===== config.mk =====
export PLATFORM = sky130hd
export DESIGN_NAME = gpio_irq_unit
export DESIGN_NICKNAME = d
export VERILOG_FILES = /design/src/rtl/gpio_irq_pkg.sv /design/src/rtl/gpio_irq_cause.sv /design/src/rtl/gpio_irq_masks.sv /design/src/rtl/gpio_irq_route.sv /design/src/rtl/gpio_irq_unit.sv
export SDC_FILE = /design/constraint.sdc
export NUM_CORES = 1
export LEC_CHECK = 0
export CELL_PAD_IN_SITES_DETAIL_PLACEMENT = 1
export CELL_PAD_IN_SITES_GLOBAL_PLACEMENT = 1
export CORE_MARGIN = 2
export CORE_UTILIZATION = 35
export CTS_CLUSTER_SIZE = 24
export DETAILED_ROUTE_END_ITERATION = 16
export GPL_TIMING_DRIVEN = 1
export PLACE_DENSITY_LB_ADDON = 0.05
export SLEW_MARGIN = 20
export SYNTH_ARGS = -nofsm -noshare
export SYNTH_HDL_FRONTEND = slang
export SYNTH_SLANG_ARGS = --single-unit

===== constraint.sdc =====
create_clock -name clk -period 2.3 [get_ports clk]
set_clock_uncertainty 0.15 [all_clocks]
set_input_delay 0.345 -clock clk [delete_from_list [all_inputs] [get_ports clk]]
set_output_delay 0.345 -clock clk [all_outputs]
set_load 0.01 [all_outputs]

===== src/rtl/gpio_irq_pkg.sv =====
package gpio_irq_pkg;

    // Distance from a CPU's edge mask to its level mask inside the extra windows.
    localparam int LEVEL_GAP = 4;

    function automatic int edge_mask_ofs(int cpu, int ofs0, int xbase, int stride);
        return (cpu == 0) ? ofs0 : xbase + (cpu - 1) * stride;
    endfunction

    function automatic int level_mask_ofs(int cpu, int ofs0, int xbase, int stride);
        return (cpu == 0) ? ofs0 : xbase + (cpu - 1) * stride + LEVEL_GAP;
    endfunction

endpackage


===== src/rtl/gpio_irq_cause.sv =====
module gpio_irq_cause #(
    parameter int NUM_LINES = 32,
    parameter int ADDR_W    = 8,
    parameter int CAUSE_OFS = 'h14
) (
    input  logic                 clk,
    input  logic                 rst_n,
    input  logic [NUM_LINES-1:0] pin_adj,
    input  logic                 bus_we,
    input  logic [ADDR_W-1:0]    bus_addr,
    input  logic [NUM_LINES-1:0] bus_wdata,
    output logic [NUM_LINES-1:0] cause
);

    typedef struct packed {
        logic                 primed;
        logic [NUM_LINES-1:0] prev;
        logic [NUM_LINES-1:0] cause;
    } state_t;

    state_t s_d, s_q;
    logic [NUM_LINES-1:0] rise;
    logic [NUM_LINES-1:0] keep;
    logic                 cause_wr;

    always_comb begin
        cause_wr   = bus_we && (bus_addr == ADDR_W'(CAUSE_OFS));
        rise       = s_q.primed ? (pin_adj & ~s_q.prev) : '0;
        keep       = cause_wr ? bus_wdata : '1;
        s_d        = s_q;
        s_d.primed = 1'b1;
        s_d.prev   = pin_adj;
        // A fresh edge overrides a clearing write in the same cycle.
        s_d.cause  = (s_q.cause & keep) | rise;
    end

    always_ff @(posedge clk or negedge rst_n) begin
        if (!rst_n) s_q <= '0;
        else        s_q <= s_d;
    end

    assign cause = s_q.cause;

    assert_edge_sets_R2: assert property (@(posedge clk) disable iff (!rst_n)
        (rise != '0) |=> ((s_q.cause & $past(rise)) == $past(rise)));

    assert_write_clears_R4: assert property (@(posedge clk) disable iff (!rst_n)
        (cause_wr && rise == '0) |=> (s_q.cause == ($past(s_q.cause) & $past(bus_wdata))));

endmodule


===== src/rtl/gpio_irq_masks.sv =====
module gpio_irq_masks
    import gpio_irq_pkg::*;
#(
    parameter int NUM_LINES   = 32,
    parameter int NUM_CPUS    = 2,
    parameter int ADDR_W      = 8,
    parameter int EDGE0_OFS   = 'h18,
    parameter int LEVEL0_OFS  = 'h1C,
    parameter int XCPU_BASE   = 'h30,
    parameter int XCPU_STRIDE = 'h08
) (
    input  logic                                clk,
    input  logic                                rst_n,
    input  logic                                bus_we,
    input  logic [ADDR_W-1:0]                   bus_addr,
    input  logic [NUM_LINES-1:0]                bus_wdata,
    output logic [NUM_CPUS-1:0][NUM_LINES-1:0]  edge_mask,
    output logic [NUM_CPUS-1:0][NUM_LINES-1:0]  level_mask
);

    typedef struct packed {
        logic [NUM_CPUS-1:0][NUM_LINES-1:0] edge_m;
        logic [NUM_CPUS-1:0][NUM_LINES-1:0] level_m;
    } state_t;

    state_t s_d, s_q;

    always_comb begin
        s_d = s_q;
        for (int c = 0; c < NUM_CPUS; c++) begin
            if (bus_we && bus_addr == ADDR_W'(edge_mask_ofs(c, EDGE0_OFS, XCPU_BASE, XCPU_STRIDE)))
                s_d.edge_m[c] = bus_wdata;
            if (bus_we && bus_addr == ADDR_W'(level_mask_ofs(c, LEVEL0_OFS, XCPU_BASE, XCPU_STRIDE)))
                s_d.level_m[c] = bus_wdata;
        end
    end

    always_ff @(posedge clk or negedge rst_n) begin
        if (!rst_n) s_q <= '0;
        else        s_q <= s_d;
    end

    assign edge_mask  = s_q.edge_m;
    assign level_mask = s_q.level_m;

    assert_masks_hold_R9: assert property (@(posedge clk) disable iff (!rst_n)
        !bus_we |=> $stable(s_q));

endmodule


===== src/rtl/gpio_irq_route.sv =====
module gpio_irq_route #(
    parameter int NUM_LINES = 32,
    parameter int NUM_CPUS  = 2,
    parameter int GROUP_W   = 8,
    localparam int NUM_GROUPS = (NUM_LINES + GROUP_W - 1) / GROUP_W,
    localparam int PAD_W      = NUM_GROUPS * GROUP_W,
    localparam int IRQ_W      = NUM_CPUS * NUM_GROUPS
) (
    input  logic                                clk,
    input  logic                                rst_n,
    input  logic [NUM_LINES-1:0]                pin_adj,
    input  logic [NUM_LINES-1:0]                cause,
    input  logic [NUM_CPUS-1:0][NUM_LINES-1:0]  edge_mask,
    input  logic [NUM_CPUS-1:0][NUM_LINES-1:0]  level_mask,
    output logic [IRQ_W-1:0]                    irq
);

    typedef struct packed {
        logic [IRQ_W-1:0] irq;
    } state_t;

    state_t s_d, s_q;
    logic [NUM_CPUS-1:0][PAD_W-1:0] pend;

    always_comb begin
        s_d = s_q;
        for (int c = 0; c < NUM_CPUS; c++) begin
            pend[c] = PAD_W'((pin_adj & level_mask[c]) | (cause & edge_mask[c]));
            for (int g = 0; g < NUM_GROUPS; g++)
                s_d.irq[c*NUM_GROUPS + g] = |pend[c][g*GROUP_W +: GROUP_W];
        end
    end

    always_ff @(posedge clk or negedge rst_n) begin
        if (!rst_n) s_q <= '0;
        else        s_q <= s_d;
    end

    assign irq = s_q.irq;

    for (genvar gc = 0; gc < NUM_CPUS; gc++) begin : g_cpu_chk
        assert_quiet_cpu_R8: assert property (@(posedge clk) disable iff (!rst_n)
            (edge_mask[gc] == '0 && level_mask[gc] == '0)
                |=> (s_q.irq[gc*NUM_GROUPS +: NUM_GROUPS] == '0));
    end

endmodule


===== src/rtl/gpio_irq_unit.sv =====
module gpio_irq_unit
    import gpio_irq_pkg::*;
#(
    parameter int NUM_LINES   = 32,
    parameter int NUM_CPUS    = 2,
    parameter int GROUP_W     = 8,
    parameter int ADDR_W      = 8,
    parameter int CAUSE_OFS   = 'h14,
    parameter int EDGE0_OFS   = 'h18,
    parameter int LEVEL0_OFS  = 'h1C,
    parameter int XCPU_BASE   = 'h30,
    parameter int XCPU_STRIDE = 'h08,
    localparam int NUM_GROUPS = (NUM_LINES + GROUP_W - 1) / GROUP_W
) (
    input  logic                           clk,
    input  logic                           rst_n,
    input  logic [NUM_LINES-1:0]           pin_adj,
    input  logic                           bus_we,
    input  logic [ADDR_W-1:0]              bus_addr,
    input  logic [NUM_LINES-1:0]           bus_wdata,
    output logic [NUM_LINES-1:0]           bus_rdata,
    output logic [NUM_CPUS*NUM_GROUPS-1:0] irq
);

    logic [NUM_LINES-1:0]               cause;
    logic [NUM_CPUS-1:0][NUM_LINES-1:0] edge_mask;
    logic [NUM_CPUS-1:0][NUM_LINES-1:0] level_mask;

    gpio_irq_cause #(
        .NUM_LINES (NUM_LINES),
        .ADDR_W    (ADDR_W),
        .CAUSE_OFS (CAUSE_OFS)
    ) i_cause (
        .clk       (clk),
        .rst_n     (rst_n),
        .pin_adj   (pin_adj),
        .bus_we    (bus_we),
        .bus_addr  (bus_addr),
        .bus_wdata (bus_wdata),
        .cause     (cause)
    );

    gpio_irq_masks #(
        .NUM_LINES   (NUM_LINES),
        .NUM_CPUS    (NUM_CPUS),
        .ADDR_W      (ADDR_W),
        .EDGE0_OFS   (EDGE0_OFS),
        .LEVEL0_OFS  (LEVEL0_OFS),
        .XCPU_BASE   (XCPU_BASE),
        .XCPU_STRIDE (XCPU_STRIDE)
    ) i_masks (
        .clk        (clk),
        .rst_n      (rst_n),
        .bus_we     (bus_we),
        .bus_addr   (bus_addr),
        .bus_wdata  (bus_wdata),
        .edge_mask  (edge_mask),
        .level_mask (level_mask)
    );

    gpio_irq_route #(
        .NUM_LINES (NUM_LINES),
        .NUM_CPUS  (NUM_CPUS),
        .GROUP_W   (GROUP_W)
    ) i_route (
        .clk        (clk),
        .rst_n      (rst_n),
        .pin_adj    (pin_adj),
        .cause      (cause),
        .edge_mask  (edge_mask),
        .level_mask (level_mask),
        .irq        (irq)
    );

    always_comb begin
        bus_rdata = '0;
        if (bus_addr == ADDR_W'(CAUSE_OFS))
            bus_rdata = cause;
        for (int c = 0; c < NUM_CPUS; c++) begin
            if (bus_addr == ADDR_W'(edge_mask_ofs(c, EDGE0_OFS, XCPU_BASE, XCPU_STRIDE)))
                bus_rdata = edge_mask[c];
            if (bus_addr == ADDR_W'(level_mask_ofs(c, LEVEL0_OFS, XCPU_BASE, XCPU_STRIDE)))
                bus_rdata = level_mask[c];
        end
    end

    assert_reset_quiet_R1: assert property (@(posedge clk)
        $rose(rst_n) |-> (irq == '0 && cause == '0));

endmodule


### After elaboration in Yosys (flattened, before gate mapping)

Cells that the tools add are included.

* register bits: 201
* input port bits: 75
* output and inout bits: 40
* logic and storage cells: 43

* eq/ne operators: 5
* muxes and demuxes: 7
* bitwise operators: 10
* reduce and logical (&&, ||, !) cells: 13

Operators with widths (number)
* two-way mux 32 bit: 7
* AND 32 bit: 6
* bitwise OR 32 bit: 3
* OR reduction 8 bit: 8
* inverter 32 bit: 1
* == test 8 x 5 -> 1 bit, second input constant: 3
* == test 8 x 6 -> 1 bit, second input constant: 2
* logical AND 1 bit: 5

### Depth between registers and ports, before layout

Gate-level depths: netlist (run 1).

* depth in word-level cells: 6
* gate-level depth with buffers: 6
* depth with buffers taken out: 4

### By module

Synthesis (run 1) repeated with hierarchy kept, for this count alone.

* cell total of the unflattened synthesis: 796
* area, all modules: 9841.9 µm²

By module, submodules not included
* gpio_irq_masks: instances 1, cells an instance 275, area an instance 4779.6 µm², seq. area each 3203.1 µm²
* gpio_irq_cause: instances 1, cells an instance 243, area an instance 2760.1 µm², seq. area each 1626.6 µm²
* gpio_irq_unit: instances 1, cells an instance 198, area an instance 1303.8 µm², seq. area each 0.0 µm²
* gpio_irq_route: instances 1, cells an instance 80, area an instance 998.5 µm², seq. area each 200.2 µm²

### Least setup slack after synthesis (run 1)

Ideal clock, no wire load.

* path type: input port to output port
* from: input port bus_addr[3]
* to: output port bus_rdata[20]
* arrival: 1.499 ns
* data required time: 1.805 ns
* slack: 0.306 ns
* cell stages on the path: 6
* buffers on the path: 3
* path through: buf_4 -> nor3b_1 -> buf_2 -> buf_2 -> a21oi_1 -> a21oi_1

* longest elaborated chain between the ends: 6
* elaborated cells between the ends (all ways): 10
* classes of those cells: 5 x eq/ne; 5 x mux

Ends and longest elaborated chain
* start, declared: RTL line gpio_irq_unit.sv:19 `input logic [ADDR_W-1:0] bus_addr,`
* == test 8 x 5 -> 1 bit: RTL line gpio_irq_unit.sv:77 `if (bus_addr == ADDR_W'(CAUSE_OFS))`
* two-way mux 32 bit: RTL line gpio_irq_unit.sv:77
* two-way mux 32 bit: RTL line gpio_irq_unit.sv:80 `if (bus_addr == ADDR_W'(edge_mask_ofs(c, EDGE0_OFS, XCPU_BASE, XCPU_STRIDE)))`
* two-way mux 32 bit: RTL line gpio_irq_unit.sv:82 `if (bus_addr == ADDR_W'(level_mask_ofs(c, LEVEL0_OFS, XCPU_BASE, XCPU_STRIDE)))`
* two-way mux 32 bit: RTL line gpio_irq_unit.sv:80
* two-way mux 32 bit (*): RTL line gpio_irq_unit.sv:82
* end, declared: RTL line gpio_irq_unit.sv:21 `output logic [NUM_LINES-1:0] bus_rdata,`

Mark *: on every way between the ends. The rest lies on a longest branch, timed or not.

### Worst setup path in the final report (run 1)

* from: input port bus_addr[3]
* to: output port bus_rdata[6]

The elaborated chain is that of the path after synthesis.

==> results of run 1 <==
layout by cell type, fill, tap and decap left out, types with 7 or more instances in the layout:
cell type | netlist | final
buf_6 | 12 | 11
dlygate4sd2_1 | 0 | 22
buf_4 | 2 | 39
clkbuf_8 | 0 | 9
clkdlybuf4s50_1 | 0 | 73
o21ai_0 | 33 | 33
a22oi_1 | 29 | 29
a221oi_1 | 32 | 32
nand2_1 | 33 | 32
mux2i_1 | 29 | 29
clkbuf_16 | 0 | 25
nand3b_1 | 33 | 33
a21oi_2 | 0 | 7
dfrtp_1 | 201 | 201
nor2_1 | 36 | 36
a21oi_1 | 61 | 54
clkdlybuf4s15_1 | 0 | 8
mux2_1 | 36 | 36
a22o_1 | 32 | 32
mux2_2 | 92 | 92
nand4_1 | 10 | 10
buf_12 | 0 | 8
flip-flops by register name (all words and copies together), names as in the netlist:
name	count
i_cause.cause	32
i_masks.level_mask	64
i_cause.s_q	33
i_masks.edge_mask	64
i_route.irq	8
cell families after synthesis:
logic type             synth area share
flip-flops                        0.557
buffers and inverters            0.0283
AND/OR/NAND/NOR                  0.0817
AO/OA/AOI/OAI                     0.141
other                          0.000415
multiplexers                      0.192
path summary, 6_finish.rpt:
path	endpoint	slack [ns]	cells past startpoint
worst max register to register	i_route.irq[0]	0.80	3
worst max-delay path	bus_rdata[6]	0.02	7
worst min-delay path	i_cause.s_q[57]	0.21	2
min in group clk	i_cause.s_q[32]	0.23	1
max in group asynchronous	i_masks.level_mask[8]	1.06	3
worst min register to register	i_cause.cause[30]	0.28	1
layout make-up:
cell class,instances,area [um2],share of cell area
Clock buffer,38,754,0.0638
Tap cell,330,413,0.0349
Sequential cell,201,5030,0.426
Multi-Input combinational cell,481,3860,0.327
Clock inverter,6,80.1,0.00678
Inverter,1,3.75,0.000318
Antenna cell,1,2.50,0.000212
Timing Repair Buffer,174,1670,0.142
Yosys cell counts, drive strengths merged, types with 4 or more instances:
| cell type | number | area, um2 |
|---|---|---|
| nand3b | 33 | 248 |
| mux2i | 29 | 290 |
| nor2 | 36 | 135 |
| clkbuf | 12 | 45.0 |
| buf | 26 | 206 |
| nor3 | 6 | 30.0 |
| o21ai | 33 | 165 |
| a221oi | 32 | 280 |
| nand2 | 35 | 136 |
| a22oi | 29 | 218 |
| a21oi | 61 | 305 |
| nand4 | 10 | 62.6 |
| a22o | 32 | 280 |
| mux2 | 128 | 1440 |
| nor3b | 4 | 40.0 |
| dfrtp | 201 | 5030 |
through the flow:
step | setup TNS [ns] | setup slack (ns)
floorplan | 0 | 0.306
global placement | -28.71 | -0.668
detailed placement | -34.44 | -0.670
CTS | 0 | 0.0151
global route | -0.423 | -0.0382
finish | 0 | 0.0177
routing by layer:
layer	global-route usage	vias to the layer above
li1	-	3057
met1	0.314	3618
met2	0.377	159
met3	0.0331	39
met4	0.0474	0
met5	0	-
repair_timing:
item	4_1_cts	5_1_grt
pin swaps	9	10
setup endpoints to repair	32	25
endpoints found under the hold margin	50	0
gates cloned	0	2
resized for setup	75	26
setup buffers	2	4
hold buffers	1	0
power by group:
part | switching, W | leakage [nW] | internal (W) | total, W
Combinational | 0.000453 | 2.31 | 0.000465 | 0.000917
Clock | 0.00149 | 0.415 | 0.00246 | 0.00395
Sequential | 0.000128 | 2.53 | 0.00373 | 0.00386
==> summary.txt, run 1 <==
Timing
  • Worst hold margin: 0.208 ns
  • Unrepaired setup endpoints after global routing: true
  • Period utilization: 0.992
  • Slew @ Worst Pin: 0.540 ns
  • Final Hold Fails: 0
  • Slew HR: 0.640
  • Slew Viols, Final: 0
  • Min Tclk post-route: 2.28 ns
  • Setup violations, final: 0
  • Fmax: 438 MHz

Synthesis
  • Async S/R FF share, synth: 1.00
  • Cell variety after synth: 31
  • Post-synthesis sequential area ratio: 0.557
  • Number of flops mapped to enable cells by yosys: 0
  • Synth Cell Area: 9030 um2
  • Syn_area_per_cell: 12.5 um2
  • Syn Nets: 796
  • Register bit count reported by yosys: 201
  • Gate Count Post-Synth: 721
  • Yosys warns: 0
  • Top_reg_cell synth: dfrtp_1

Detailed routing
  • Highest routed layer: met4
  • Initial DRC count: 520
  • Met1 wire length: 13.8 mm
  • DRT antenna net count: 0
  • Total Routed Length: 30.0 mm
  • Vias: 6873
  • Pre-antenna DRT Iters: 4
  • WL per Instance: 24.3 um
  • DR vias/cell: 5.58
  • WL met3: 1.25 mm
  • WL met2: 14.4 mm
  • DR DRC count: 0

Clock tree
  • H-tree depth: 1
  • Worst skew pair latency: 0.52 ns
  • Max clock buf depth: 3
  • Sinks on Clock Net: 201
  • Clk root buf: clkbuf_16
  • CTS tree: yes
  • Clock transition at the registers of the reported paths: 0.06 ns
  • Total CTS buffers: 24

Final layout
  • Post-layout net count: 958
  • Fill count: 2609
  • P&R area growth vs syn: 30.8%
  • Ratio of cells with drive above 1 in the final layout: 0.250
  • Final non-filler cell total: 1232
  • Finished Cell Area: 11800 um2
  • Fin util: 0.468

Global routing
  • GRT Resource Usage Total: 0.226
  • Grt total ovfl: 0
  • First-pass GRT wire length: 46.4 mm
  • Vias in the first global route: 7668
  • Initial antenna violation count: 1
  • Pin count of the biggest net entering global routing: 58

Power
  • Leakage: 5.25 nW
  • Pwr Density: 738 nW/um2
  • VDD IR max: 530 uV
  • Total power: 0.00873 W

Worst setup path
  • CP max FO: 8
  • Crit end category: primary output
  • Reg2reg start: i_masks.level_mask[7]
  • Crit path kind: in -> out
  • Max incr delay on CP: 0.29 ns
  • Startpoint types: input pin
  • Max stage delay cell, worst path: dlygate4sd2_1
  • Worst-path cell chain: clkdlybuf4s15_2 > nor3b_4 > buf_4 > buf_6 > a22oi_1 > a21oi_2 > dlygate4sd2_1
  • Worst Path Required: 1.80 ns
  • CP delay by family, top: buffers and inverters
  • Buf/Inv on CP: 4
  • Launch point of the worst path: bus_addr[3]
  • Worst path arrival time: 1.79 ns

Floorplan
  • Die area: 27100 um2
  • Core footprint: 25300 um2
  • IO Pins: 115
  • Initial Utilization: 0.358
  • Die Wd: 165 um
  • Die height: 165 um
  • Row count: 58

Place
  • Placed cell area: 10800 um2
  • Port buffer count: 114
  • Placer Congestion: 0.833
  • Dpl hpwl: 20.4 mm
  • Placed Cells: 1178

Run
  • Max_cap viols: 0

Status
  • Status: finished, final reports clean

Min path
  • Hold crit path type: in -> async
Power figures use the tool's default switching activity.
==> run 2: changes to the inputs <==
--- a/config.mk
+++ b/config.mk
@@ -5,6 +5,7 @@
 export SDC_FILE = /design/constraint.sdc
 export NUM_CORES = 1
 export LEC_CHECK = 0
+export ABC_AREA = 0
 export CELL_PAD_IN_SITES_DETAIL_PLACEMENT = 1
 export CELL_PAD_IN_SITES_GLOBAL_PLACEMENT = 1
 export CORE_MARGIN = 2
==> constraint.sdc (replaced) <==
create_clock -name clk -period 2.3 [get_ports clk]
set_clock_uncertainty 0.15 [all_clocks]
set_input_delay 0.345 -clock clk [delete_from_list [all_inputs] [get_ports clk]]
set_output_delay 0.345 -clock clk [all_outputs]
set_load 0.02 [all_outputs]
==> run 2 against run 1 <==
Utilization decreased by 0.59 points. Combinational power grew 3.7%. Sequential power hardly changed. Power increased by 0.76%. Highest routed layer unchanged.
==> summary.txt, run 2 (synthesized netlist as in run 1, its figures left out) <==
Timing
  • Unrepaired setup endpoints after global routing: true
  • Slew Viols, Final: 0 (unchanged)
  • Post-route setup slack: 0.0555 ns (+0.0379 ns)
  • Slew HR: 0.636 (-0.00358)
  • Final Hold Fails: 0 (unchanged)
  • Slew @ Worst Pin: 0.545 ns (+0.00538 ns)
  • Setup violations, final: 0 (unchanged)
  • Min Tclk post-route: 2.24 ns (-0.0379 ns)
  • Period utilization: 0.976 (-0.0165)
  • Fmax: 446 MHz (+1.7%)

Detailed routing
  • Initial DRC count: 360 (-31%)
  • DR vias/cell: 5.59 (+0.13%)
  • Vias: 6843 (-0.44%)
  • WL per Instance: 24.0 um (-1.3%)
  • Total Routed Length: 29.4 mm (-1.9%)
  • Pre-antenna DRT Iters: 4 (unchanged)
  • DR DRC count: 0 (unchanged)
  • DRT antenna net count: 0 (unchanged)

Final layout
  • Ratio of cells with drive above 1 in the final layout: 0.264 (+0.0146)
  • Post-layout net count: 952 (-0.63%)
  • Area occupied by multi-input gates: 3810 um2 (-1.4%)
  • Finished Cell Area: 11700 um2 (-1.3%)
  • Most common cell after layout, fill and taps aside: dfrtp_1
  • Final non-filler cell total: 1225 (-0.57%)
  • P&R area growth vs syn: 29.2%
  • Fill count: 2663 (+2.1%)
  • Fin util: 0.462 (-0.00590)
  • Commonest cells after routing, fill and taps aside: 201 x dfrtp_1, 92 x mux2_2, 73 x clkdlybuf4s50_1
  • Reg area: 5030 um2 (unchanged)

Place
  • Placed Cells: 1178 (unchanged)
  • Placer Congestion: 0.829 (-0.52%)
  • Placed cell area: 10800 um2 (unchanged)
  • Setup WS pre-CTS: -0.749 ns (-0.0796 ns)
  • Dpl hpwl: 20.5 mm (+0.42%)
  • Port buffer count: 114 (unchanged)

Worst setup path
  • Launch point of the worst path: bus_addr[6]
  • Crit end category: primary output
  • Worst path arrival time: 1.75 ns (-0.04 ns)
  • Crit path kind: in -> out
  • Reg2reg start: i_masks.level_mask[21]
  • Worst Path Required: 1.80 ns (about the same)
  • Startpoint types: input pin
  • CP max FO: 4 (-4)

Run
  • Max_cap viols: 0 (unchanged)

Min path
  • Hold crit path type: in -> reg
  • Hold path startpoint: pin_adj[0]

Power
  • Pwr Density: 754 nW/um2 (+2.0%)
  • VDD IR max: 408 uV (-23%)
  • Leakage: 5.17 nW (-1.4%)

Floorplan
  • Row count: 58 (unchanged)
  • IO Pins: 115 (unchanged)
  • Core footprint: 25300 um2 (unchanged)
  • Die Wd: 165 um (unchanged)
  • Die height: 165 um (unchanged)
  • Die area: 27100 um2 (unchanged)
  • Initial Utilization: 0.358 (unchanged)

Global routing
  • Vias in the first global route: 7563 (-1.4%)
  • Grt total ovfl: 0 (unchanged)
  • First-pass GRT wire length: 45.8 mm (-1.2%)
  • GRT Resource Usage Total: 0.223 (-0.00325)
  • Initial antenna violation count: 1 (unchanged)
  • Pin count of the biggest net entering global routing: 58 (unchanged)

Clock tree
  • Clock transition at the registers of the reported paths: 0.06 ns (about the same)
  • Sinks on Clock Net: 201 (unchanged)
  • CTS tree: yes
  • H-tree depth: 1 (unchanged)
  • Worst skew pair latency: 0.51 ns (about the same)
  • Clk root buf: clkbuf_16
  • Total CTS buffers: 23 (-4.2%)
  • Max clock buf depth: 3 (unchanged)

Status
  • Status: finished, final reports clean
-- run 2: changes by cell type in the layout (fill, tap and decap cells not counted), sizes merged, moves of 3 or more --
cell           before  now
buf                62   79
clkdlybuf4s15      10    6
dlygate4sd2        22    4
clkbuf             44   36
bufinv              2    5
-- run 2: repair_timing --
action	CTS	global route
resized for setup	135	21
hold endpoints to repair	50	0
pin swaps	10	6
endpoints found under the setup margin	32	32
gates cloned	0	1
setup buffers	1	2
hold buffers	1	0
-- run 2: report_power, final --
group / switching (W) / total [W] / internal, W
sequential: 0.000126 / 0.00385 / 0.00373
combinational: 0.000487 / 0.000951 / 0.000464
clock: 0.00147 / 0.00399 / 0.00252
total: 0.00208 / 0.00879 / 0.00671
-- run 2: stage by stage --
step,hold slack (ns),total power [W],setup TNS (ns)
after floorplan,-0.101,0.00428,0
after global placement,0.222,0.00484,-31.02
after detailed placement,0.225,0.00486,-36.47
after CTS,0.212,0.00890,-0.134
after global routing,0.223,0.00913,-0.0348
final,0.224,0.00879,0
-- run 2: path summary, 6_finish.rpt --
| check | endpoint | slack (ns) | cells past startpoint |
|---|---|---|---|
| min in group asynchronous | i_cause.s_q[57] | 0.25 | 2 |
| hold / removal | i_cause.s_q[32] | 0.22 | 1 |
| setup / recovery | bus_rdata[2] | 0.06 | 7 |
| hold reg to reg | i_cause.cause[30] | 0.28 | 1 |
| setup reg to reg | i_route.irq[2] | 0.80 | 3 |
| max in group asynchronous | i_masks.edge_mask[15] | 1.05 | 3 |
-- run 2: critical path: stages --
cell and delay [ns]:
dlygate4sd2_1 0.27, nor3b_4 0.22, buf_6 0.14, nand3b_1 0.16, nor4_1 0.23, o22a_1 0.21, buf_2 0.18
-- run 2: final cells by class --
cell class,instances,area share
Tap cell,330,0.0354
Sequential cell,201,0.431
Multi-Input combinational cell,481,0.326
Timing Repair Buffer,169,0.136
Antenna cell,2,0.000429
Inverter,1,0.000322
Clock inverter,10,0.0152
Clock buffer,31,0.0553
-- run 2: per-layer routing --
layer | share of wire | GRT usage | up-vias
met5 | 0 | 0 | -
met3 | 0.049 | 0.0342 | 45
met4 | 0.022 | 0.0557 | 0
met1 | 0.46 | 0.310 | 3578
met2 | 0.47 | 0.366 | 182
li1 | - | - | 3038
==> run 3: changes to the inputs <==
--- a/config.mk
+++ b/config.mk
@@ -13,6 +13,7 @@
 export CTS_CLUSTER_SIZE = 24
 export DETAILED_ROUTE_END_ITERATION = 16
 export GPL_TIMING_DRIVEN = 1
+export MAX_ROUTING_LAYER = met4
 export PLACE_DENSITY_LB_ADDON = 0.05
 export SLEW_MARGIN = 20
 export SYNTH_ARGS = -nofsm -noshare
==> run 3 against run 2 <==
First-iteration DRC count decreased by 7.8%. Utilization barely moved. Combinational power hardly changed. Non-clock buffer count unchanged. Global-route usage rose by 0.65 points. Die area did not move. Largest cell class unchanged.
==> summary.txt, run 3 (synthesized netlist as in run 1, its figures left out) <==
Status
  • Status: finished, final reports clean

Worst setup path
  • Max incr delay on CP: 0.32 ns (+0.05 ns)
  • Worst path arrival time: 1.77 ns (+0.02 ns)
  • Worst-path cell chain: clkdlybuf4s15_2 > nor3b_2 > buf_6 > a21oi_1 > a21oi_1 > clkdlybuf4s15_2
  • Startpoint types: input pin
  • Buf/Inv on CP: 3 (unchanged)
  • Worst Path Required: 1.80 ns (about the same)
  • Crit path kind: in -> out
  • Crit end category: primary output
  • CP max FO: 12 (+8)
  • Max stage delay cell, worst path: nor3b_2
  • CP delay by family, top: buffers and inverters

Timing
  • Unrepaired setup endpoints after global routing: true
  • Slew HR: 0.630 (-0.00605)
  • Worst hold margin: 0.225 ns (+0.00179 ns)
  • Slew @ Worst Pin: 0.555 ns (+0.00908 ns)
  • Slew Viols, Final: 0 (unchanged)
  • Final Hold Fails: 0 (unchanged)
  • Fmax: 442 MHz (-0.72%)
  • Setup violations, final: 0 (unchanged)
  • Post-route setup slack: 0.0393 ns (-0.0162 ns)
  • Min Tclk post-route: 2.26 ns (+0.0162 ns)
  • Period utilization: 0.983 (+0.00703)

Final layout
  • Commonest cells after routing, fill and taps aside: 201 x dfrtp_1, 92 x mux2_2, 73 x clkdlybuf4s50_1
  • Ratio of cells with drive above 1 in the final layout: 0.264 (unchanged)
  • Fin util: 0.462 (about the same)
  • P&R area growth vs syn: 29.2% (about the same)
  • Fill count: 2663 (unchanged)
  • Post-layout net count: 952 (unchanged)
  • Most common cell after layout, fill and taps aside: dfrtp_1

Power
  • Leakage: 5.17 nW (about the same)
  • Clk pwr share: 0.454 (about the same)
  • Pwr Density: 754 nW/um2 (about the same)
  • Comb power frac: 0.108 (about the same)
  • VDD IR max: 408 uV (about the same)
  • Cell internal pwr: 0.00671 W (about the same)
  • Net Sw Frac: 0.237 (about the same)
  • Register share of total power: 0.438 (about the same)
  • Psw: 0.00208 W (about the same)
  • Total power: 0.00879 W (about the same)

Floorplan
  • Row count: 58 (unchanged)
  • Die area: 27100 um2 (unchanged)
  • Die height: 165 um (unchanged)
  • Initial Utilization: 0.358 (unchanged)
  • Core footprint: 25300 um2 (unchanged)
  • IO Pins: 115 (unchanged)
  • Die Wd: 165 um (unchanged)

Clock tree
  • Clk root buf: clkbuf_16
  • CTS tree: yes
  • Clock transition at the registers of the reported paths: 0.06 ns (about the same)
  • Total CTS buffers: 23 (unchanged)
  • H-tree depth: 1 (unchanged)
  • Max clock buf depth: 3 (unchanged)
  • Worst skew pair latency: 0.51 ns (about the same)
  • Sinks on Clock Net: 201 (unchanged)

Detailed routing
  • DR vias/cell: 5.61 (+0.40%)
  • Highest routed layer: met4
  • Vias: 6865 (+0.32%)
  • Pre-antenna DRT Iters: 4 (unchanged)
  • WL met2: 13.9 mm (+0.10%)
  • WL met3: 1.24 mm (-14%)
  • Met1 wire length: 13.7 mm (+1.8%)
  • DRT antenna net count: 0 (unchanged)
  • Initial DRC count: 332 (-7.8%)
  • Total Routed Length: 29.5 mm (+0.22%)
  • WL per Instance: 24.1 um (+0.30%)
  • DR DRC count: 0 (unchanged)

Place
  • Port buffer count: 114 (unchanged)
  • Placer Congestion: 0.842 (+1.5%)
  • Setup WS pre-CTS: -0.749 ns (unchanged)
  • Dpl hpwl: 20.5 mm (unchanged)

Global routing
  • Pin count of the biggest net entering global routing: 58 (unchanged)
  • Vias in the first global route: 7561 (-0.026%)
  • GRT Resource Usage Total: 0.229 (+0.00650)
  • First-pass GRT wire length: 45.8 mm (about the same)
  • Grt total ovfl: 0 (unchanged)
  • Initial antenna violation count: 1 (unchanged)

Run
  • Max_cap viols: 0 (unchanged)

Min path
  • Hold crit path type: in -> reg
==> run 3: cell count changes in the layout (fill, tap and decap cells not counted), sizes merged <==
cell   before  now
diode       2    1
==> run 3: per-stage QoR <==
stage                     setup TNS, ns  instances  instance area [um2]
after floorplan                       0        721                 9030
after global placement           -31.02       1178                10800
after detailed placement         -36.47       1178                10800
after CTS                        -0.134       1220                11700
after global routing            -0.0348       1224                11700
final                                 0       1224                11700
==> run 3: final cells by class <==
class | count | area, um2 | area share
antenna | 1 | 2.50 | 0.000214
timing repair buffer | 169 | 1590 | 0.136
inverter | 1 | 3.75 | 0.000322
tap | 330 | 413 | 0.0354
clock buffer | 31 | 646 | 0.0553
sequential | 201 | 5030 | 0.431
multi-input combinational | 481 | 3810 | 0.326
clock inverter | 10 | 178 | 0.0152
==> run 3: what timing repair did <==
| item | CTS | global route |
|---|---|---|
| hold endpoints to repair | 50 | 0 |
| pin swaps | 10 | 6 |
| setup buffers | 1 | 2 |
| gates resized for setup | 135 | 21 |
| hold buffers | 1 | 0 |
| setup endpoints to repair | 32 | 32 |
| gates cloned | 0 | 1 |
==> run 3: power groups by stage <==
stage	Combinational, W	Sequential, W	Clock, W
6_report	0.000951	0.00385	0.00399
2_1_floorplan	0.000347	0.00394	0
3_5_place_dp	0.000947	0.00392	0
4_1_cts	0.000957	0.00385	0.00409
5_1_grt	0.00103	0.00387	0.00422
3_3_place_gp	0.000930	0.00391	0
==> run 3: worst reg2reg max path, delay by kind of cell, from the launching register on <==
| family | cells | cell delay, ns |
|---|---|---|
| compound gates | 2 | 0.62 |
| flops | 1 | 0.43 |
| simple gates | 1 | 0.16 |
==> run 3: path summary, 6_finish.rpt <==
| check | startpoint | endpoint | slack [ns] | cells past startpoint |
|---|---|---|---|---|
| setup / recovery | bus_addr[3] | bus_rdata[8] | 0.04 | 6 |
| hold / removal | pin_adj[0] | i_cause.s_q[32] | 0.23 | 1 |
| hold reg to reg | i_cause.s_q[62] | i_cause.cause[30] | 0.28 | 1 |
| max in group asynchronous | rst_n | i_cause.s_q[38] | 1.04 | 3 |
| setup reg to reg | i_masks.level_mask[21] | i_route.irq[2] | 0.81 | 3 |
| min in group asynchronous | rst_n | i_cause.cause[30] | 0.25 | 2 |
==> run 3: metal layers <==
metal | track usage | up-vias
met5 | - | -
met4 | 0.0557 | 0
met3 | 0.0334 | 48
met2 | 0.367 | 168
met1 | 0.309 | 3608
li1 | - | 3041
